`src/rtl/dma_sem_runctl.sv`:
```
module dma_sem_runctl #(
  parameter int SEM_W  = 8,
  parameter int ADDR_W = 32
) (
  input  logic              clk,
  input  logic              rst_n,
  input  logic              inc_valid,
  input  logic [SEM_W-1:0]  inc_amt,
  input  logic              chan_reset,
  input  logic              clr_cmpl,
  input  logic              clr_err,
  input  logic [ADDR_W-1:0] nxt_addr,
  input  logic              cmd_done,
  input  logic              cmd_dec,
  input  logic              cmd_irq_en,
  input  logic              cmd_hot,
  input  logic              term_in,
  output logic              run,
  output logic [SEM_W-1:0]  sem_count,
  output logic              fetch_req,
  output logic [ADDR_W-1:0] fetch_addr,
  output logic              desc_stop,
  output logic              irq_cmpl,
  output logic              irq_err
);

  localparam int WIDE_W = SEM_W + 2;
  localparam logic [WIDE_W-1:0] SEM_MAX = WIDE_W'((1 << SEM_W) - 1);

  typedef enum logic [1:0] {ST_IDLE, ST_RUN, ST_HALT} ch_state_e;

  ch_state_e state_q, state_d;
  logic [SEM_W-1:0] sem_q;
  logic [SEM_W-1:0] sem_d;
  logic [WIDE_W-1:0] sem_wide;

  wire running   = (state_q == ST_RUN);
  wire term_hit  = running && term_in && cmd_hot;
  wire done_ok   = running && cmd_done && !term_hit;
  wire dec_now   = done_ok && cmd_dec;
  wire cmpl_set  = done_ok && cmd_irq_en;

  assign sem_wide = {2'b00, sem_q}
                  + (inc_valid ? {2'b00, inc_amt} : '0)
                  - {{(WIDE_W-1){1'b0}}, dec_now};
  assign sem_d = (sem_wide > SEM_MAX) ? SEM_MAX[SEM_W-1:0] : sem_wide[SEM_W-1:0];

  always_comb begin
    state_d = state_q;
    unique case (state_q)
      ST_IDLE: if (sem_d != '0) state_d = ST_RUN;
      ST_RUN: begin
        if (term_hit)          state_d = ST_HALT;
        else if (sem_d == '0)  state_d = ST_IDLE;
      end
      ST_HALT: state_d = ST_HALT;
      default: state_d = ST_IDLE;
    endcase
    if (chan_reset) state_d = ST_IDLE;
  end

  always_ff @(posedge clk or negedge rst_n) begin
    if (!rst_n) begin
      state_q    <= ST_IDLE;
      sem_q      <= '0;
      fetch_req  <= 1'b0;
      fetch_addr <= '0;
      desc_stop  <= 1'b0;
      irq_cmpl   <= 1'b0;
      irq_err    <= 1'b0;
    end else begin
      state_q   <= state_d;
      sem_q     <= chan_reset ? '0 : sem_d;
      fetch_req <= !chan_reset && (state_q == ST_IDLE) && (sem_d != '0);
      if (!chan_reset && (state_q == ST_IDLE) && (sem_d != '0))
        fetch_addr <= nxt_addr;
      desc_stop <= term_hit && !chan_reset;
      if (cmpl_set)      irq_cmpl <= 1'b1;
      else if (clr_cmpl) irq_cmpl <= 1'b0;
      if (chan_reset)    irq_err <= 1'b0;
      else if (term_hit) irq_err <= 1'b1;
      else if (clr_err)  irq_err <= 1'b0;
    end
  end

  assign run       = running;
  assign sem_count = sem_q;

  assert_run_nonzero_R5: assert property (@(posedge clk) disable iff (!rst_n)
    running |-> (sem_q != '0));

  assert_no_wrap_R2: assert property (@(posedge clk) disable iff (!rst_n)
    (sem_q == SEM_MAX[SEM_W-1:0] && inc_valid && !dec_now && !chan_reset)
      |=> (sem_q == SEM_MAX[SEM_W-1:0]));

  assert_fetch_single_R6: assert property (@(posedge clk) disable iff (!rst_n)
    fetch_req |=> !fetch_req);

  assert_fetch_runs_R6: assert property (@(posedge clk) disable iff (!rst_n)
    fetch_req |-> running);

  assert_halt_quiet_R9: assert property (@(posedge clk) disable iff (!rst_n)
    (state_q == ST_HALT) |-> (!fetch_req && !run));

  assert_chan_reset_R10: assert property (@(posedge clk) disable iff (!rst_n)
    chan_reset |=> (sem_q == '0 && !irq_err && !running));

  assert_term_err_R8: assert property (@(posedge clk) disable iff (!rst_n)
    (term_hit && !chan_reset) |=> (irq_err && desc_stop));

endmodule

```
`config.mk`:
```
export PLATFORM = sky130hd
export DESIGN_NAME = dma_sem_runctl
export DESIGN_NICKNAME = d
export VERILOG_FILES = /design/src/rtl/dma_sem_runctl.sv
export SDC_FILE = /design/constraint.sdc
export NUM_CORES = 1
export LEC_CHECK = 0
export BUFFER_PORTS_ARGS = -buffer_cell sky130_fd_sc_hd__buf_2
export CORE_MARGIN = 10
export CORE_UTILIZATION = 49
export CTS_CLUSTER_DIAMETER = 200
export DETAILED_ROUTE_END_ITERATION = 6
export PLACE_DENSITY = 0.83
export SETUP_SLACK_MARGIN = 0.15
export SYNTH_ARGS = -nofsm -noshare
export SYNTH_HDL_FRONTEND = slang
export SYNTH_SLANG_ARGS = --single-unit
```
`constraint.sdc`:
```
create_clock -name clk -period 4.4 [get_ports clk]
set_input_delay 0.66 -clock clk [delete_from_list [all_inputs] [get_ports clk]]
set_output_delay 0.66 -clock clk [all_outputs]
set_load 0.1 [all_outputs]
```
Yosys cells after proc, flatten, opt, wreduce, memory -nomap -nowiden
Index checks and enable logic that the tools add are counted.
Storage, ports and cells
  output and inout bits: 45
  bits in read-only memories: 0
  flip-flop bits (word level): 46
  bits in latches: 0
  memories kept: 0
  input port bits: 51
  RAM bits: 0
  logic and storage cells: 44
Operators by class
  $mul: 0
  $lt $le $gt $ge: 1
  eq/ne operators: 4
  shifts and indexed selects: 0
  muxes and demuxes: 13
  add/subtract/negate cells: 2
  div/mod/pow operators: 0
  bitwise operators: 0
  reductions and logical operators: 17
Operators with widths (number)
  $mux W8: 3
  $gt A10 B8 Y1 const B: 1
  $sub A9 B1 Y10: 1
  $add A8 B8 Y9: 1
  $logic_and A1 B1 Y1: 9
  $logic_not A8 Y1: 1
  $mux W2: 4
  $reduce_bool A8 Y1: 1
  $pmux W2 S3: 1
  $mux W1: 5
  $ne A4 B2 Y1 const B: 1
  $ne A3 B3 Y1 const B: 1
  $reduce_bool A3 Y1: 1
  $eq A2 B1 Y1 const B: 1
  $eq A2 B2 Y1 const B: 1
  $logic_not A1 Y1: 2
  $logic_not A2 Y1: 1
  $reduce_and A2 Y1: 1
  $reduce_bool A2 Y1: 1

Longest topological paths before layout
Gate-level depths: netlist of the first run.
  depth in word-level cells: 14
  gate-level depth with buffers: 16
  depth with buffers taken out: 15

Least setup slack after synthesis of the first run
Ideal clock, no wire load.
  path kind: reg2reg
  start: reg state_q[1]
  end: reg fetch_addr[0]
  buffers on the path: 1
  library setup time: 0.125 ns
  data required time: 4.275 ns
  path slack: -0.960 ns
  stages on the path, launching flop included: 17
  clock period less this slack: 5.360 ns
  arrival time: 5.234 ns
  cell sequence: dfrtp_1 -> nor2b_1 -> nand3_1 -> and4_1 -> ha_1 -> inv_1 -> ha_1 -> inv_1 -> fa_1 -> nand2b_1 -> a211oi_2 -> and2b_2 -> xor2_1 -> nand4_1 -> o31ai_4 -> buf_6 -> mux2_4
On the way
  cells in the longest elaborated chain, start to end: 11
  elaborated cells between the ends (all ways): 14
  classes of those cells: add/sub: 1; order compare: 1; eq/ne: 1; mux: 1; reduce/logical: 10
RTL lines
  from (decl): RTL line 32  | ch_state_e state_q, state_d;
  from (signal assigned): RTL line 72  | state_q <= state_d;
  $eq A2 B1 Y1 *: RTL line 37  | wire running = (state_q == ST_RUN);
  via run: RTL line 18  | output logic run,
  $logic_and A1 B1 Y1 (2 in series): RTL line 38  | wire term_hit = running && term_in && cmd_hot;
  $logic_not A1 Y1: RTL line 39  | wire done_ok = running && cmd_done && !term_hit;
  $logic_and A1 B1 Y1 *: RTL line 39
  $logic_and A1 B1 Y1 *: RTL line 40  | wire dec_now = done_ok && cmd_dec;
  $sub A9 B1 Y10 *: RTL line 45  | - {{(WIDE_W-1){1'b0}}, dec_now};
  $gt A10 B8 Y1: RTL line 46  | assign sem_d = (sem_wide > SEM_MAX) ? SEM_MAX[SEM_W-1:0] : sem_wide[SEM_W-1:0];
  $mux W8 *: RTL line 46
  $reduce_bool A8 Y1 *: RTL line 75  | if (!chan_reset && (state_q == ST_IDLE) && (sem_d != '0))
  $logic_and A1 B1 Y1 *: RTL line 75
  to (signal assigned): RTL line 76  | fetch_addr <= nxt_addr;
  to (decl): RTL line 21  | output logic [ADDR_W-1:0] fetch_addr,
Mark *: on every way through the listed nets, which the timed path passes. The rest lies on a longest branch.
A chain may end at the register's enable or synchronous reset.

Worst setup path in the final report of the first run
  start: reg state_q[1]
  end: reg fetch_addr[18]
On the way
  cells in the longest elaborated chain, start to end: 11
  elaborated cells between the ends (all ways): 14
  classes of those cells: add/sub: 1; order compare: 1; eq/ne: 1; mux: 1; reduce/logical: 10
RTL lines (RTL line)
  $eq A2 B1 Y1: 37
  $logic_and A1 B1 Y1 (2 in series): 38
  $logic_not A1 Y1: 39
  $logic_and A1 B1 Y1: 39
  $logic_and A1 B1 Y1: 40
  $sub A9 B1 Y10: 45
  $gt A10 B8 Y1: 46
  $mux W8: 46
  $reduce_bool A8 Y1: 75
  $logic_and A1 B1 Y1 *: 75
Mark *: on every way between the ends. The rest lies on a longest branch, timed or not.

==> results of run 1 <==
[cells by family after synthesis]
family                     count (synthesis)
AOI/OAI and AO/OA                         30
adders and majority gates                 17
and+or+nand+nor                           35
buffers and inverters                     34
xor gates and xnor gates                   5
muxes                                     32
DFF                                       46
[flip-flops by register name, indices dropped and copies added, names as in the netlist]
signal and count:
fetch_addr 32, state_q 2, sem_count 8, desc_stop 1
fetch_req 1, irq_cmpl 1, irq_err 1
[cell usage after synthesis, drive strengths merged]
cell type / n
nand2: 14
nand4: 3
buf: 4
ha: 16
nand3: 2
nor3: 2
o31ai: 1
xnor2: 1
nand2b: 3
and2b: 1
xor2: 4
a21oi: 17
a211oi: 3
fa: 1
dfrtp: 46
inv: 28
o21ai: 1
mux2: 32
a2bb2oi: 1
a22oi: 1
nor2b: 1
o311ai: 1
or2b: 1
clkbuf: 2
nor4: 1
o211ai: 1
nor2: 5
a21o: 4
and4: 2
[stage by stage]
step | setup slack, ps | cells | instance area [um^2] | hold slack (ps)
final | 407 | 364 | 3100 | 506
after CTS | 414 | 364 | 3100 | 509
after floorplan | 152 | 199 | 2460 | 364
after detailed placement | 276 | 356 | 2990 | 486
after global placement | 413 | 356 | 2990 | 485
after global routing | 192 | 364 | 3100 | 528
[worst max-delay path: stages, from the launching register on]
cell and delay [ps]:
dfrtp_1 440, nor2b_4 170, nand3_2 130, and4_1 180, ha_1 280, inv_1 50
ha_1 150, inv_1 60, fa_2 340, nand2b_4 150, a211oi_2 290, and2b_2 260
xor2_1 180, nand4_1 210, o31ai_4 330, buf_12 290, mux2_2 360
[routing by layer]
layer  track usage  vias up  share of wire
met5             0        -              0
met2         0.241       66           0.50
met4        0.0305        0          0.013
li1              -      865              -
met3        0.0557        6          0.078
met1         0.167      840           0.41
[area by class of cell]
cell class              instances  area share
flip-flops and latches         46       0.371
inverters                      28      0.0339
clock buffers                   6      0.0234
well taps                      67      0.0270
multi-input cells             119       0.373
clock inverters                 2      0.0121
repair buffers                 96       0.160
[path summary, 6_finish.rpt]
path                               start        endpoint  slack (ps)  cells after the start
max                           state_q[1]  fetch_addr[18]         410                     16
min                        fetch_addr[4]   fetch_addr[4]         510                      1
max reg2reg                   state_q[1]  fetch_addr[18]         410                     16
min reg2reg                fetch_addr[4]   fetch_addr[4]         510                      1
max in group asynchronous          rst_n    sem_count[5]        3270                      1
min in group asynchronous          rst_n  fetch_addr[25]         530                      1
==> results.md, run 1 <==
* Outcome: completed
* # IOs at 96
* Worst min-delay path category: register to register
* Period minus WS final at 3990 ps
* Global-route wire length before repair at 9.74 mm
* Mean post-synth cell area at 12.3 um^2
* Total gr overflow at 0
* #FFs+latches synth at 46
* Max Cap Viol at 0
* Number of synthesis warnings at 0
* Ant. Diodes at 0
* Worst setup EP type: register
* Synth Area in Simple Gates at 0.0718
* GP Congestion at 0.827
* DRT antenna net count at 0
* RSZ-0062 raised after global routing: false
* Die area at 8200 um^2
* Via Count at 1777
* H-tree depth at 2
* Vias in the first global route at 1984
* Worst-path maximum fanout at 33
* Cell taking the most area after synthesis: dfrtp_1
* Main combinational cell family by area after synthesis: multiplexers
* # rows at 25
* Post-synthesis compound-gate area fraction at 0.0924
* Most frequent cells in the layout: buf_2, dfrtp_1, mux2_4
* Die H at 90.5 um
* Period utilization at 0.908
* GRT Util Overall at 0.143
* Initial Utilization at 0.510
* Worst-Margin Slew at 980 ps
* 1st-iter DRT viols at 51
* DRT Wirelength at 5.74 mm
* Max Freq at 250 MHz
* Area delta synth->final at 27.2%
* Setup violators final at 0
* Max Root-Sink Buffers at 2
* Rel. slew slack at 0.347
* CP arrival at 4180 ps
* Util after Layout at 0.648
* CTS Hold Bufs at 0
* Post-synth cell types at 35
* Post-CTS sizing at 0
* Width of the die at 90.5 um
* Largest net degree at the start of global routing at 47
* Adder-cell share of the synthesized area at 0.0903
* DPL Wire Length at 4.66 mm
* Setup TNS at 0 ps
* Core area at 4790 um^2
* Clock root buffer master: clkbuf_8
* Sequential fraction of the synthesis area at 0.472
* I/O Buffers at 95
* Clock transition at path regs at 80 ps
* XOR/XNOR share of the synthesized area at 0.0180
* Max Slew Vio Count at 0
* TritonCTS buffer count at 5
* Net Count, Synth at 267
* Multiplexer share of the synthesized area at 0.192
* CP Class: register to register
* Setup crit start kind: register
* Hold Vio Cnt, Final at 0
* Top cells by area, synth: dfrtp_1, mux2_4, ha_1, inv_1, a21oi_1
* Antenna violations before repair at 0
* Register area at 1150 um^2
* TritonRoute pass-1 iters at 4
* Clk sinks at 46
* Clk_lat worst skew at 290 ps
* TritonCTS clock tree: yes
* Final-stage net count at 364
* Fraction of layout cells with a size suffix above 1 at 0.498
* Cells after Synth at 199
* DRC at 0
* Setup Fix Bufs, Post-CTS at 0
* Syn Std Cell Area at 2440 um^2
* Top cell type's share of synthesized area at 0.472
* Final Skew at 10.4 ps
* Vias per inst at 4.88
* Fillers at 407
* Worst endpoint required time at 4580 ps
* WL/cell at 15.8 um
* Multi-input gate area at 1160 um^2
* Commonest non-fill, non-tap cell in the layout: buf_2
Power of run 1 is not shown: default switching activity piles up to over one toggle a cycle in this logic, so the estimate is an artifact.
==> run 2, diff against run 1 <==
Settings changed: CORE_UTILIZATION 49 to 45, CTS_CLUSTER_DIAMETER 200 to default, PLACE_DENSITY 0.83 to 0.78.
==> run 2 against run 1 <==
Against the previous run:
- wire length is 0.63% higher
- clock-buffer cell count stayed put
- sequential share of layout area is 0.15 points higher
- worst hold slack better by 3.5 ps
- sequential cell count stayed put
- global-route usage is 1.2 points lower
- die area is 6.9% higher
- maximum frequency is 0.34% lower
- register-to-register slack hardly changed
- first-iteration DRC count is 47% higher
- setup slack worse by 14 ps
- critical path type unchanged
==> results.md, run 2 (synthesis gave the netlist of run 1 again) <==
* Period minus WS final at 4010 ps (+13.6 ps)
* Final-stage net count at 365 (+0.27%)
* GR peak layer: met2
* GRT Util Overall at 0.131 (-0.0116)
* GP Congestion at 0.801 (-3.2%)
* DRC at 0 (unchanged)
* Clock transition at path regs at 80 ps (about the same)
* Number of flip-flops in the largest register at 32 (unchanged)
* Max Cap Viol at 0 (unchanged)
* Worst-path maximum fanout at 28 (-15%)
* Antenna violations before repair at 0 (unchanged)
* Biggest register: fetch_addr
* Setup Fix Bufs, Post-CTS at 0 (unchanged)
* Fraction of layout cells with a size suffix above 1 at 0.500 (+0.00168)
* Clk sinks at 46 (unchanged)
* Met3 usage at 0.0440 (-0.0117)
* Placed cell area at 3000 um^2 (+0.38%)
* Setup crit start kind: register
* Die H at 93.6 um (+3.4%)
* # IOs at 96 (unchanged)
* I/O Buffers at 95 (unchanged)
* Minimum hold slack at 510 ps (+3.46 ps)
* Design area at 3090 um^2 (-0.40%)
* Worst setup EP type: register
* GRT met2 Usage at 0.213 (-0.0275)
* Commonest non-fill, non-tap cell in the layout: buf_2
* Initial Utilization at 0.471 (-0.0381)
* Core area at 5170 um^2 (+8.1%)
* Vias per inst at 4.81 (-1.5%)
* Period utilization at 0.911 (+0.00309)
* CTS Hold Bufs at 0 (unchanged)
* Worst endpoint required time at 4580 ps (about the same)
* Worst min-delay path category: register to register
* Area delta synth->final at 26.7%
* Clk_lat worst skew at 300 ps (about the same)
* Setup TNS at 0 ps (unchanged)
* 1st-iter DRT viols at 75 (+47%)
* Util after Layout at 0.597 (-0.0509)
* Width of the die at 93.6 um (+3.4%)
* Outcome: completed
* Most frequent cells in the layout: buf_2, dfrtp_1, mux2_4
* CP Class: register to register
* Largest net degree at the start of global routing at 47 (unchanged)
* WL/cell at 15.7 um (-0.47%)
* DRT Wirelength at 5.78 mm (+0.63%)
* Post-CTS sizing at 0 (unchanged)
* H-tree depth at 2 (unchanged)
* Setup violators final at 0 (unchanged)
* Total gr overflow at 0 (unchanged)
* RSZ-0062 raised after global routing: false
* # rows at 26 (+4.0%)
* TritonRoute pass-1 iters at 4 (unchanged)
* Hold Vio Cnt, Final at 0 (unchanged)
* Ant. Diodes at 0 (unchanged)
* Global-route wire length before repair at 9.37 mm (-3.7%)
* Via Count at 1769 (-0.45%)
* TritonCTS clock tree: yes
* Worst-Margin Slew at 996 ps (+16.3 ps)
* Die area at 8760 um^2 (+6.9%)
* Final Skew at 8.90 ps (-1.45 ps)
* TritonCTS buffer count at 5 (unchanged)
* Max Root-Sink Buffers at 2 (unchanged)
* GRT met1 Usage at 0.159 (-0.00779)
* Clock root buffer master: clkbuf_8
* Max Freq at 250 MHz (-0.34%)
* Vias in the first global route at 1862 (-6.1%)
* DRT antenna net count at 0 (unchanged)
* CP arrival at 4190 ps (about the same)
* DPL Wire Length at 4.59 mm (-1.4%)
* Max Slew Vio Count at 0 (unchanged)
* Rel. slew slack at 0.336 (-0.0109)
==> run 2: changes by cell type in the layout (fill, tap and decap cells not counted), sizes merged <==
cell and delta:
bufinv -1, clkinvlp -1, buf +1, clkinv +2
==> run 2: final cells by class <==
cell class | instances | area, um^2
Clock inverter | 2 | 13.8
Timing Repair Buffer | 97 | 503
Inverter | 28 | 105
Fill cell | 449 | 2080
Clock buffer | 6 | 72.6
Multi-Input combinational cell | 119 | 1160
Sequential cell | 46 | 1150
Tap cell | 70 | 87.6
==> run 2: metal layers <==
layer	part of all wire	up-vias	routed length, um
li1	-	867	-
met1	0.43	830	2460
met2	0.48	63	2750
met3	0.077	9	444
met4	0.021	0	121
met5	0	-	0
==> run 2: worst paths after layout <==
kind,start,end,slack [ps],cells past startpoint
setup reg to reg,state_q[1],fetch_addr[19],390,16
setup / recovery,state_q[1],fetch_addr[19],390,16
hold / removal,fetch_addr[14],fetch_addr[14],510,1
hold reg to reg,fetch_addr[14],fetch_addr[14],510,1
max in group asynchronous,rst_n,state_q[1],3270,1
min in group asynchronous,rst_n,fetch_addr[21],520,1
==> run 2: critical path: stages, from the launching register on <==
cell and delay [ps]:
dfrtp_1 440, nor2b_4 170, nand3_2 130, and4_1 180, ha_1 280, inv_1 60
ha_1 160, inv_1 60, fa_2 340, nand2b_4 150, a211oi_2 270, and2b_2 250
xor2_1 180, nand4_1 220, o31ai_4 350, buf_12 260, mux2_2 370
==> run 2: stage by stage <==
stage | instances | worst slack, ps
after global routing | 368 | 165
after detailed placement | 360 | 305
after global placement | 360 | 409
after floorplan | 199 | 152
after CTS | 368 | 417
final | 368 | 393
Power of run 2 is left out for the same reason.
